[config.mk]
export PLATFORM = sky130hd
export DESIGN_NAME = bus_handover_ctrl
export DESIGN_NICKNAME = d
export VERILOG_FILES = /design/src/rtl/bus_handover_pkg.sv /design/src/rtl/hand_gap_timer.sv /design/src/rtl/hand_decoder.sv /design/src/rtl/hand_resolver.sv /design/src/rtl/bus_handover_ctrl.sv
export SDC_FILE = /design/constraint.sdc
export NUM_CORES = 1
export LEC_CHECK = 0
export BUFFER_PORTS_ARGS = -buffer_cell sky130_fd_sc_hd__buf_2
export CORE_AREA = 3 3 69 51
export DETAILED_ROUTE_END_ITERATION = 6
export DIE_AREA = 0 0 72 54
export GPL_ROUTABILITY_DRIVEN = 0
export PLACE_DENSITY = 0.73
export SYNTH_ARGS = -nofsm -noshare
export SYNTH_HDL_FRONTEND = slang
export SYNTH_HIERARCHICAL = 1
export SYNTH_SLANG_ARGS = --single-unit
[constraint.sdc]
create_clock -name clk -period 2.2 [get_ports clk]
set_clock_uncertainty 0.05 [all_clocks]
set_input_delay 0.44 -clock clk [delete_from_list [all_inputs] [get_ports clk]]
set_output_delay 0.44 -clock clk [all_outputs]
set_load 0.02 [all_outputs]
[src/rtl/bus_handover_pkg.sv]
package bus_handover_pkg;

  typedef enum logic [1:0] {
    ST_IDLE  = 2'd0,
    ST_GAP   = 2'd1,
    ST_DRIVE = 2'd2
  } hand_state_t;

  // Value loaded into the gap counter so that exactly gap_len
  // all-zero cycles are seen before the grant edge.
  function automatic int unsigned gap_reload(input int unsigned gap_len);
    return (gap_len > 0) ? gap_len - 1 : 0;
  endfunction

endpackage

[src/rtl/hand_gap_timer.sv]
module hand_gap_timer #(
  parameter int unsigned GAP_CYC = 3,
  localparam int unsigned CNT_W  = (GAP_CYC < 2) ? 1 : $clog2(GAP_CYC)
) (
  input  logic clk,
  input  logic rst,
  input  logic load,
  input  logic clear,
  output logic running,
  output logic expired
);
  import bus_handover_pkg::*;

  localparam int unsigned RELOAD = gap_reload(GAP_CYC);
  localparam logic [CNT_W-1:0] RELOAD_V = CNT_W'(RELOAD);

  logic [CNT_W-1:0] cnt_q;
  logic             run_q;

  always_ff @(posedge clk) begin
    if (rst || clear) begin
      cnt_q <= '0;
      run_q <= 1'b0;
    end else if (load) begin
      cnt_q <= RELOAD_V;
      run_q <= 1'b1;
    end else if (run_q && cnt_q != '0) begin
      cnt_q <= cnt_q - 1'b1;
    end
  end

  assign running = run_q;
  assign expired = run_q && (cnt_q == '0);

endmodule

[src/rtl/hand_decoder.sv]
module hand_decoder #(
  parameter int unsigned NUM_SRC = 8,
  localparam int unsigned SEL_W  = $clog2(NUM_SRC)
) (
  input  logic [SEL_W-1:0]   idx,
  input  logic               active,
  output logic [NUM_SRC-1:0] onehot
);
  for (genvar i = 0; i < NUM_SRC; i++) begin : g_dec
    assign onehot[i] = active && (idx == SEL_W'(i));
  end
endmodule

[src/rtl/hand_resolver.sv]
module hand_resolver #(
  parameter int unsigned NUM_SRC = 8,
  parameter int unsigned DATA_W  = 8
) (
  input  logic [NUM_SRC*DATA_W-1:0] data_in,
  input  logic [NUM_SRC-1:0]        sel_oh,
  output logic [DATA_W-1:0]         data_out
);
  logic [DATA_W-1:0] masked [NUM_SRC];

  for (genvar i = 0; i < NUM_SRC; i++) begin : g_mask
    assign masked[i] = data_in[i*DATA_W +: DATA_W] & {DATA_W{sel_oh[i]}};
  end

  always_comb begin
    data_out = '0;
    for (int i = 0; i < NUM_SRC; i++) begin
      data_out = data_out | masked[i];
    end
  end
endmodule

[src/rtl/bus_handover_ctrl.sv]
module bus_handover_ctrl #(
  parameter int unsigned NUM_SRC = 8,
  parameter int unsigned DATA_W  = 8,
  parameter int unsigned GAP_CYC = 3,
  localparam int unsigned SEL_W  = $clog2(NUM_SRC)
) (
  input  logic                      clk,
  input  logic                      rst,
  input  logic                      go,
  input  logic [SEL_W-1:0]          src_sel,
  input  logic [NUM_SRC*DATA_W-1:0] src_data,
  output logic [NUM_SRC-1:0]        drv_en,
  output logic                      gap_busy,
  output logic [SEL_W-1:0]          own_idx,
  output logic                      line_driven,
  output logic [DATA_W-1:0]         bus_data,
  output logic                      bus_valid
);
  import bus_handover_pkg::*;

  hand_state_t      st_q, st_d;
  logic [SEL_W-1:0] idx_q, idx_d;
  logic             tmr_load, tmr_clear, tmr_run, tmr_done;

  // Named events, brought out for the checker
  logic ev_release;   // go fell while driving
  logic ev_switch;    // owner change requested while driving
  logic ev_start;     // gap begins from idle
  logic ev_grant;     // gap ends, new owner enabled
  logic ev_abort;     // go fell during a gap

  always_comb begin
    st_d       = st_q;
    idx_d      = idx_q;
    tmr_load   = 1'b0;
    tmr_clear  = 1'b0;
    ev_release = 1'b0;
    ev_switch  = 1'b0;
    ev_start   = 1'b0;
    ev_grant   = 1'b0;
    ev_abort   = 1'b0;
    unique case (st_q)
      ST_IDLE: begin
        if (go) begin
          st_d     = ST_GAP;
          tmr_load = 1'b1;
          ev_start = 1'b1;
        end
      end
      ST_GAP: begin
        if (!go) begin
          st_d      = ST_IDLE;
          tmr_clear = 1'b1;
          ev_abort  = 1'b1;
        end else if (tmr_done) begin
          st_d      = ST_DRIVE;
          idx_d     = src_sel;
          tmr_clear = 1'b1;
          ev_grant  = 1'b1;
        end
      end
      ST_DRIVE: begin
        if (!go) begin
          st_d       = ST_IDLE;
          ev_release = 1'b1;
        end else if (src_sel != idx_q) begin
          st_d      = ST_GAP;
          tmr_load  = 1'b1;
          ev_switch = 1'b1;
        end
      end
      default: begin
        st_d      = ST_IDLE;
        tmr_clear = 1'b1;
      end
    endcase
  end

  always_ff @(posedge clk) begin
    if (rst) begin
      st_q  <= ST_IDLE;
      idx_q <= '0;
    end else begin
      st_q  <= st_d;
      idx_q <= idx_d;
    end
  end

  hand_gap_timer #(.GAP_CYC(GAP_CYC)) u_timer (
    .clk     (clk),
    .rst     (rst),
    .load    (tmr_load),
    .clear   (tmr_clear),
    .running (tmr_run),
    .expired (tmr_done)
  );

  hand_decoder #(.NUM_SRC(NUM_SRC)) u_dec (
    .idx    (idx_q),
    .active (st_q == ST_DRIVE),
    .onehot (drv_en)
  );

  hand_resolver #(.NUM_SRC(NUM_SRC), .DATA_W(DATA_W)) u_res (
    .data_in  (src_data),
    .sel_oh   (drv_en),
    .data_out (bus_data)
  );

  assign gap_busy    = tmr_run;
  assign own_idx     = idx_q;
  assign line_driven = (st_q == ST_DRIVE);
  assign bus_valid   = |drv_en;

endmodule

* Word-level counts from Yosys, hierarchy flattened
Cells that the tools add are included.
Word-level totals: flip-flop bits (word level) 8, output and inout bits 22
Operators by class: add/subtract/negate cells 1, eq/ne operators 13, muxes and demuxes 15, bitwise operators 15, reduce and logical (&&, ||, !) cells 21
Operator list (number):
- 8-bit bitwise AND | 8
- 8-bit bitwise OR | 7
- 2-bit two-way mux | 7
- 3-bit == test (second input constant) | 4
- 1-bit logical AND | 10
- 8-bit OR reduction | 1
- 3-bit by 2-bit == test with 1-bit output (second input constant) | 2
- 3-bit inequality test (second input constant) | 2
- 2-bit case mux with 3 select lines | 1
- 3-bit AND reduction | 2
- 1-bit two-way mux | 5
- 2-bit zero test | 2
- 1-bit case mux with 2 select lines | 2
- 2-bit nonzero test | 2
- 2-bit OR reduction | 2
- 3-bit by 1-bit == test with 1-bit output (second input constant) | 1
- 3-bit zero test | 1
- 3-bit inequality test | 1
- 2-bit by 1-bit == test with 1-bit output (second input constant) | 1
- 2-bit == test (second input constant) | 1
- 2-bit inequality test (second input constant) | 1
- 2-bit by 1-bit subtractor with 2-bit output (second input constant) | 1
- 1-bit logical OR | 1

* Depth between registers and ports, before layout
depth in word-level cells 10, depth in mapped cells 6, gate-level depth less buffers 6

* Cells and area by module
The synthesis kept the hierarchy.
Modules (own cells, without submodules):
- hand_resolver | times used 1, cells an instance 48, area an instance 320.3 um^2
- bus_handover_ctrl | times used 1, cells an instance 29, area an instance 291.5 um^2
- hand_gap_timer | times used 1, cells an instance 15, area an instance 152.6 um^2
- hand_decoder | times used 1, cells an instance 8, area an instance 96.3 um^2

* Worst setup path after synthesis
OpenSTA, ideal clock, no wires.
path type reg-to-output, from reg st_q[1], to out bus_data[6], data arrival time 2162 ps, data required time 1710 ps, path slack -452 ps, cell stages (with the launch flop) 6, buffers on the path 1, cells stage by stage dfxtp_1 -> nor2b_1 -> nor4b_2 -> clkbuf_1 -> a22oi_1 -> nand4_1
Between the ends: longest elaborated chain between the ends 10, elaborated cells between the ends (all ways) 24, those cells by class 1 x eq/ne; 15 x bitwise; 8 x reduce/logical
Ends and longest elaborated chain:
- from (decl) | line bus_handover_ctrl.sv:21 | hand_state_t st_q, st_d;
- from (signal assigned) | line bus_handover_ctrl.sv:84 | st_q <= st_d;
- 2-bit == test
- via line_driven | line bus_handover_ctrl.sv:15 | output logic line_driven,
- 1-bit logical AND | line hand_decoder.sv:10 | assign onehot[i] = active && (idx == SEL_W'(i));
- via drv_en[0] | line bus_handover_ctrl.sv:12 | output logic [NUM_SRC-1:0] drv_en,
- 8-bit bitwise AND | line hand_resolver.sv:12 | assign masked[i] = data_in[i*DATA_W +: DATA_W] & {DATA_W{sel_oh[i]}};
- 8-bit bitwise OR (7 in a row) | line hand_resolver.sv:18 | data_out = data_out | masked[i];
- to (decl) | line bus_handover_ctrl.sv:16 | output logic [DATA_W-1:0] bus_data,
The timed path passes the listed nets, and every way through them passes these cells.

* Worst setup path after layout
from reg idx_q[0] (netlist: own_idx[0]), to out bus_data[1]
Between the ends: longest elaborated chain between the ends 10, elaborated cells between the ends (all ways) 31, those cells by class 7 x eq/ne; 15 x bitwise; 9 x reduce/logical
Ends and longest elaborated chain:
- from (decl) | line bus_handover_ctrl.sv:22 | logic [SEL_W-1:0] idx_q, idx_d;
- from (signal assigned) | line bus_handover_ctrl.sv:85 | idx_q <= idx_d;
- 3-bit by 1-bit == test with 1-bit output or 3-bit zero test (tied branches) | line hand_decoder.sv:10
- 1-bit logical AND | line hand_decoder.sv:10
- 8-bit bitwise AND | line hand_resolver.sv:12
- 8-bit bitwise OR (6 in a row) | line hand_resolver.sv:18
- 8-bit bitwise OR * | line hand_resolver.sv:18
Every way passes the cells marked *; elsewhere a longest branch is shown, timed or not.

==> results_tabular.tex <==
\begin{tabular}{lr}
\hline
Metric & Value \\
\hline
\multicolumn{2}{l}{\textbf{Route}} \\
\quad Remaining number of nets flagged by the antenna check after routing & 0 \\
\quad Vias after detailed routing & 1198 \\
\quad Count of routing violations after the opening detailed-route iteration & 33 \\
\quad Total iterations of the first detailed-routing run & 4 \\
\quad Detail-routed via count per cell & 5.301 \\
\quad Avg WL per Cell & 15.17 µm \\
\quad Total Wirelength & 3429 µm \\
\quad Drc violations & 0 \\
\multicolumn{2}{l}{\textbf{Critical path}} \\
\quad Number of cells on the worst reg-to-reg path & 5 \\
\quad Crit Reg-Reg Startpoint & own\_idx[0] \\
\quad Crit-path slowest cell & sky130\_fd\_sc\_hd\_\_dfxtp\_1 \\
\quad Beginning of the critical path & own\_idx[0] \\
\quad Minimum setup slack among reg-to-reg paths & 360 ps \\
\quad Logic depth of the worst path, buffers included & 4 \\
\quad Kind of cell with the highest combined delay on the critical path & simple AND/OR/NAND/NOR gates \\
\quad List of cells traversed by the critical path & and4\_2 -> a22oi\_1 -> nand4\_1 -> buf\_2 \\
\quad Maximum fanout encountered on the critical timing path & 11 \\
\quad RR Endpoint & u\_timer/cnt\_q[1] \\
\quad Endpoint of the most critical setup path & bus\_data[1] \\
\quad CP startpoint kind & register \\
\quad Required time at the endpoint of the critical path & 1710 ps \\
\quad Buf+Inv Stages, Crit Path & 1 \\
\quad CP endpoint kind & primary output \\
\quad Stage delay of the slowest cell on the critical path & 540 ps \\
\quad Data arrival time of the worst path & 1640 ps \\
\quad Critical path type & reg2out \\
\multicolumn{2}{l}{\textbf{Placed design}} \\
\quad Placed Area & 0.001363 mm² \\
\quad HPWL Detailed & 2753 µm \\
\quad Number of I/O port buffers & 91 \\
\quad Post-placement worst setup slack & 255.6 ps \\
\multicolumn{2}{l}{\textbf{Timing}} \\
\quad Highest clock frequency the design can meet & 470.2 MHz \\
\quad Final clock period utilization by the worst path & 96.67\% \\
\quad Transition time at the pin with the least slew margin & 419.3 ps \\
\quad Normalized max-slew margin & 71.80\% \\
\quad Max-slew violation count & 0 \\
\quad Final Hold Slack & 428.9 ps \\
\quad Tmin final & 2127 ps \\
\quad Final setup slack of the worst path & 73.20 ps \\
\quad Count of endpoints failing hold in the final timing report & 0 \\
\quad Final count of negative-setup-slack endpoints & 0 \\
\multicolumn{2}{l}{\textbf{Power and ir drop}} \\
\quad Worst supply voltage drop on vdd & 233.4 µV \\
\quad P per Cell Area & 310.9 mW/mm² \\
\quad Total leakage power & 0.7220 nW \\
\quad Total net switching power & 0.0001091 W \\
\quad Switching portion of total power & 24.39\% \\
\quad Portion of total power attributed to the clock network & 39.3\% \\
\quad Total power after layout & 0.0004473 W \\
\quad Proportion of power drawn by combinational gates & 25.0\% \\
\quad Internal power & 0.0003382 W \\
\quad Part of the power in registers & 35.7\% \\
\multicolumn{2}{l}{\textbf{Global route}} \\
\quad Number of antenna violations at the first check in global routing & 0 \\
\quad Overall track demand over capacity in global routing & 15.28\% \\
\quad First-pass GRT wire length & 4747 µm \\
\quad Pin count of the biggest net entering global routing & 12 \\
\quad Total global routing overflow & 0 \\
\quad Number of global-route vias before repair & 1021 \\
\multicolumn{2}{l}{\textbf{Floorplan}} \\
\quad Core Region & 0.002863 mm² \\
\quad Count of boundary I/O pins & 92 \\
\quad Starting Density & 30.07\% \\
\quad Area enclosed by the die boundary & 0.003888 mm² \\
\quad Core Rows & 16 \\
\quad Height of the die & 54 µm \\
\quad Die span in x & 72 µm \\
\multicolumn{2}{l}{\textbf{CTS}} \\
\quad Source-to-sink clock delay at the later pin of the worst-skew pair & 230 ps \\
\quad Number of sinks handled by clock tree synthesis & 8 \\
\quad CTS max path bufs & 2 \\
\quad Number of buffers added by the clock tree synthesis step & 3 \\
\quad Clock tree from TritonCTS & yes \\
\quad Clock slew at reported path FFs & 40 ps \\
\quad Total of hold buffers inserted after clock tree synthesis & 0 \\
\quad Number of H-tree branching levels & 1 \\
\quad Root Buffer Master & sky130\_fd\_sc\_hd\_\_clkbuf\_8 \\
\multicolumn{2}{l}{\textbf{Run status}} \\
\quad Result of the run & finished clean \\
\multicolumn{2}{l}{\textbf{Logic synthesis}} \\
\quad Syn Inst Count & 100 \\
\quad \#FFs+latches synth & 8 \\
\quad Sequential element share of the synthesized area & 18.60\% \\
\quad Syn Area/Cell & 8.608 µm² \\
\quad Count of unique library cells instantiated by Yosys & 31 \\
\quad YS warnings & 6 \\
\quad Synth Net Count & 171 \\
\quad Area of the mapped netlist & 860.8 µm² \\
\multicolumn{2}{l}{\textbf{Final layout}} \\
\quad Most frequent cells in the layout & sky130\_fd\_sc\_hd\_\_buf\_2, sky130\_fd\_sc\_hd\_\_a22oi\_1, sky130\_fd\_sc\_hd\_\_nand4\_1, sky130\_fd\_sc\_hd\_\_nor2\_1 \\
\quad End-of-flow core utilization & 50.26\% \\
\quad Design Area, Final & 0.001439 mm² \\
\quad Signed area change from the synthesized netlist to the final layout & 67.15\% \\
\quad Commonest non-fill, non-tap cell in the layout & sky130\_fd\_sc\_hd\_\_buf\_2 \\
\quad Final net count & 263 \\
\quad Total inserted antenna cells & 0 \\
\quad Share of final-layout standard cells stronger than drive strength 1 & 61.05\% \\
\multicolumn{2}{l}{\textbf{Flow run}} \\
\quad Number of violations of the max-capacitance limit & 0 \\
\multicolumn{2}{l}{\textbf{Hold path}} \\
\quad Worst hold-check path type & in2reg \\
\hline
\end{tabular}
[worst min-delay path by stage]
stage	startpoint	end	slack [ps]	depth (start not counted)
final	src_sel[0]	own_idx[0]	430	3
after global routing	src_sel[0]	own_idx[0]	460	3
after CTS	src_sel[0]	own_idx[0]	430	3
after detailed placement	u_timer/running	u_timer/running	480	2
after global placement	u_timer/running	u_timer/running	470	2
after floorplan	rst	u_timer/cnt_q[1]	460	1
[stage by stage]
stage	setup TNS [ps]	cells
3_3_place_gp	0	221
5_1_grt	-20.64	226
4_1_cts	0	224
6_report	0	226
3_5_place_dp	0	221
2_1_floorplan	0	100
[state kept, by name, summed over array words and instances (netlist names)]
name,count
st_q,2
u_timer/cnt_q,2
u_timer/running,1
own_idx,3
[power by group through the flow]
stage	clock [W]	combinational, W	sequential, W
CTS	0.000181	0.000112	0.000158
floorplan	0	0.0000355	0.000162
finish	0.000176	0.000112	0.000160
detailed placement	0	0.000111	0.000161
global placement	0	0.000110	0.000161
global route	0.000190	0.000124	0.000161
[what timing repair did]
action,CTS,global route
resized for setup,0,8
buffers inserted,0,1
setup endpoints to repair,0,9
[routing by layer]
metal	track usage (%)	vias up	share of wire, %	wire (µm)
met1	22.32	543	46	1572
met2	22.26	46	46	1589
met4	4.375	0	0.99	34
li1	-	604	-	-
met3	3.172	5	6.8	233
met5	0	-	0	0
[cell usage after synthesis]
master	n	area (µm²)
sky130_fd_sc_hd__a2111oi_2	1	15.01
sky130_fd_sc_hd__a21boi_0	1	7.510
sky130_fd_sc_hd__a22oi_1	32	240.2
sky130_fd_sc_hd__a41o_1	1	10.01
sky130_fd_sc_hd__and2_1	1	6.260
sky130_fd_sc_hd__and2_2	1	7.510
sky130_fd_sc_hd__and2b_1	1	7.510
sky130_fd_sc_hd__and4_2	1	10.01
sky130_fd_sc_hd__and4_4	1	11.26
sky130_fd_sc_hd__and4b_1	1	10.01
sky130_fd_sc_hd__and4b_2	3	33.78
sky130_fd_sc_hd__and4bb_2	3	37.54
sky130_fd_sc_hd__buf_1	4	15.01
sky130_fd_sc_hd__clkbuf_1	4	15.01
sky130_fd_sc_hd__dfxtp_1	8	160.2
sky130_fd_sc_hd__ha_1	1	12.51
sky130_fd_sc_hd__inv_1	2	7.510
sky130_fd_sc_hd__mux2i_1	3	30.03
sky130_fd_sc_hd__nand2_1	1	3.750
sky130_fd_sc_hd__nand4_1	8	50.05
sky130_fd_sc_hd__nand4b_1	1	8.760
sky130_fd_sc_hd__nor2_1	5	18.77
sky130_fd_sc_hd__nor2b_1	2	12.51
sky130_fd_sc_hd__nor2b_4	1	13.76
sky130_fd_sc_hd__nor3_1	2	10.01
sky130_fd_sc_hd__nor3b_1	1	7.510
sky130_fd_sc_hd__nor4_1	3	18.77
sky130_fd_sc_hd__nor4b_2	1	15.01
sky130_fd_sc_hd__nor4bb_4	1	25.02
sky130_fd_sc_hd__o21ai_0	1	5.000
sky130_fd_sc_hd__xnor2_1	4	35.03
[tightest hold or removal path: stages]
cell and delay [ps]:
sky130_fd_sc_hd__buf_2 100, sky130_fd_sc_hd__mux2i_1 60, sky130_fd_sc_hd__nor2_1 70
[cell families after synthesis]
| group | after synthesis | synth area share [%] |
|---|---|---|
| buffers and inverters | 10 | 4.360 |
| adder cells (fa/ha/maj) | 1 | 1.453 |
| XOR/XNOR | 4 | 4.069 |
| AO/OA/AOI/OAI | 36 | 32.27 |
| AND/OR/NAND/NOR | 38 | 35.76 |
| multiplexers | 3 | 3.489 |
| flip-flops | 8 | 18.60 |
[cell type report]
class	instances	area (µm²)
Timing Repair Buffer	94	478.0
Multi-Input combinational cell	83	701.9
Sequential cell	8	165.2
Clock buffer	3	41.29
Tap cell	36	45.04
Inverter	2	7.507
Fill cell	288	1424
(Power assumes the default switching activity.)
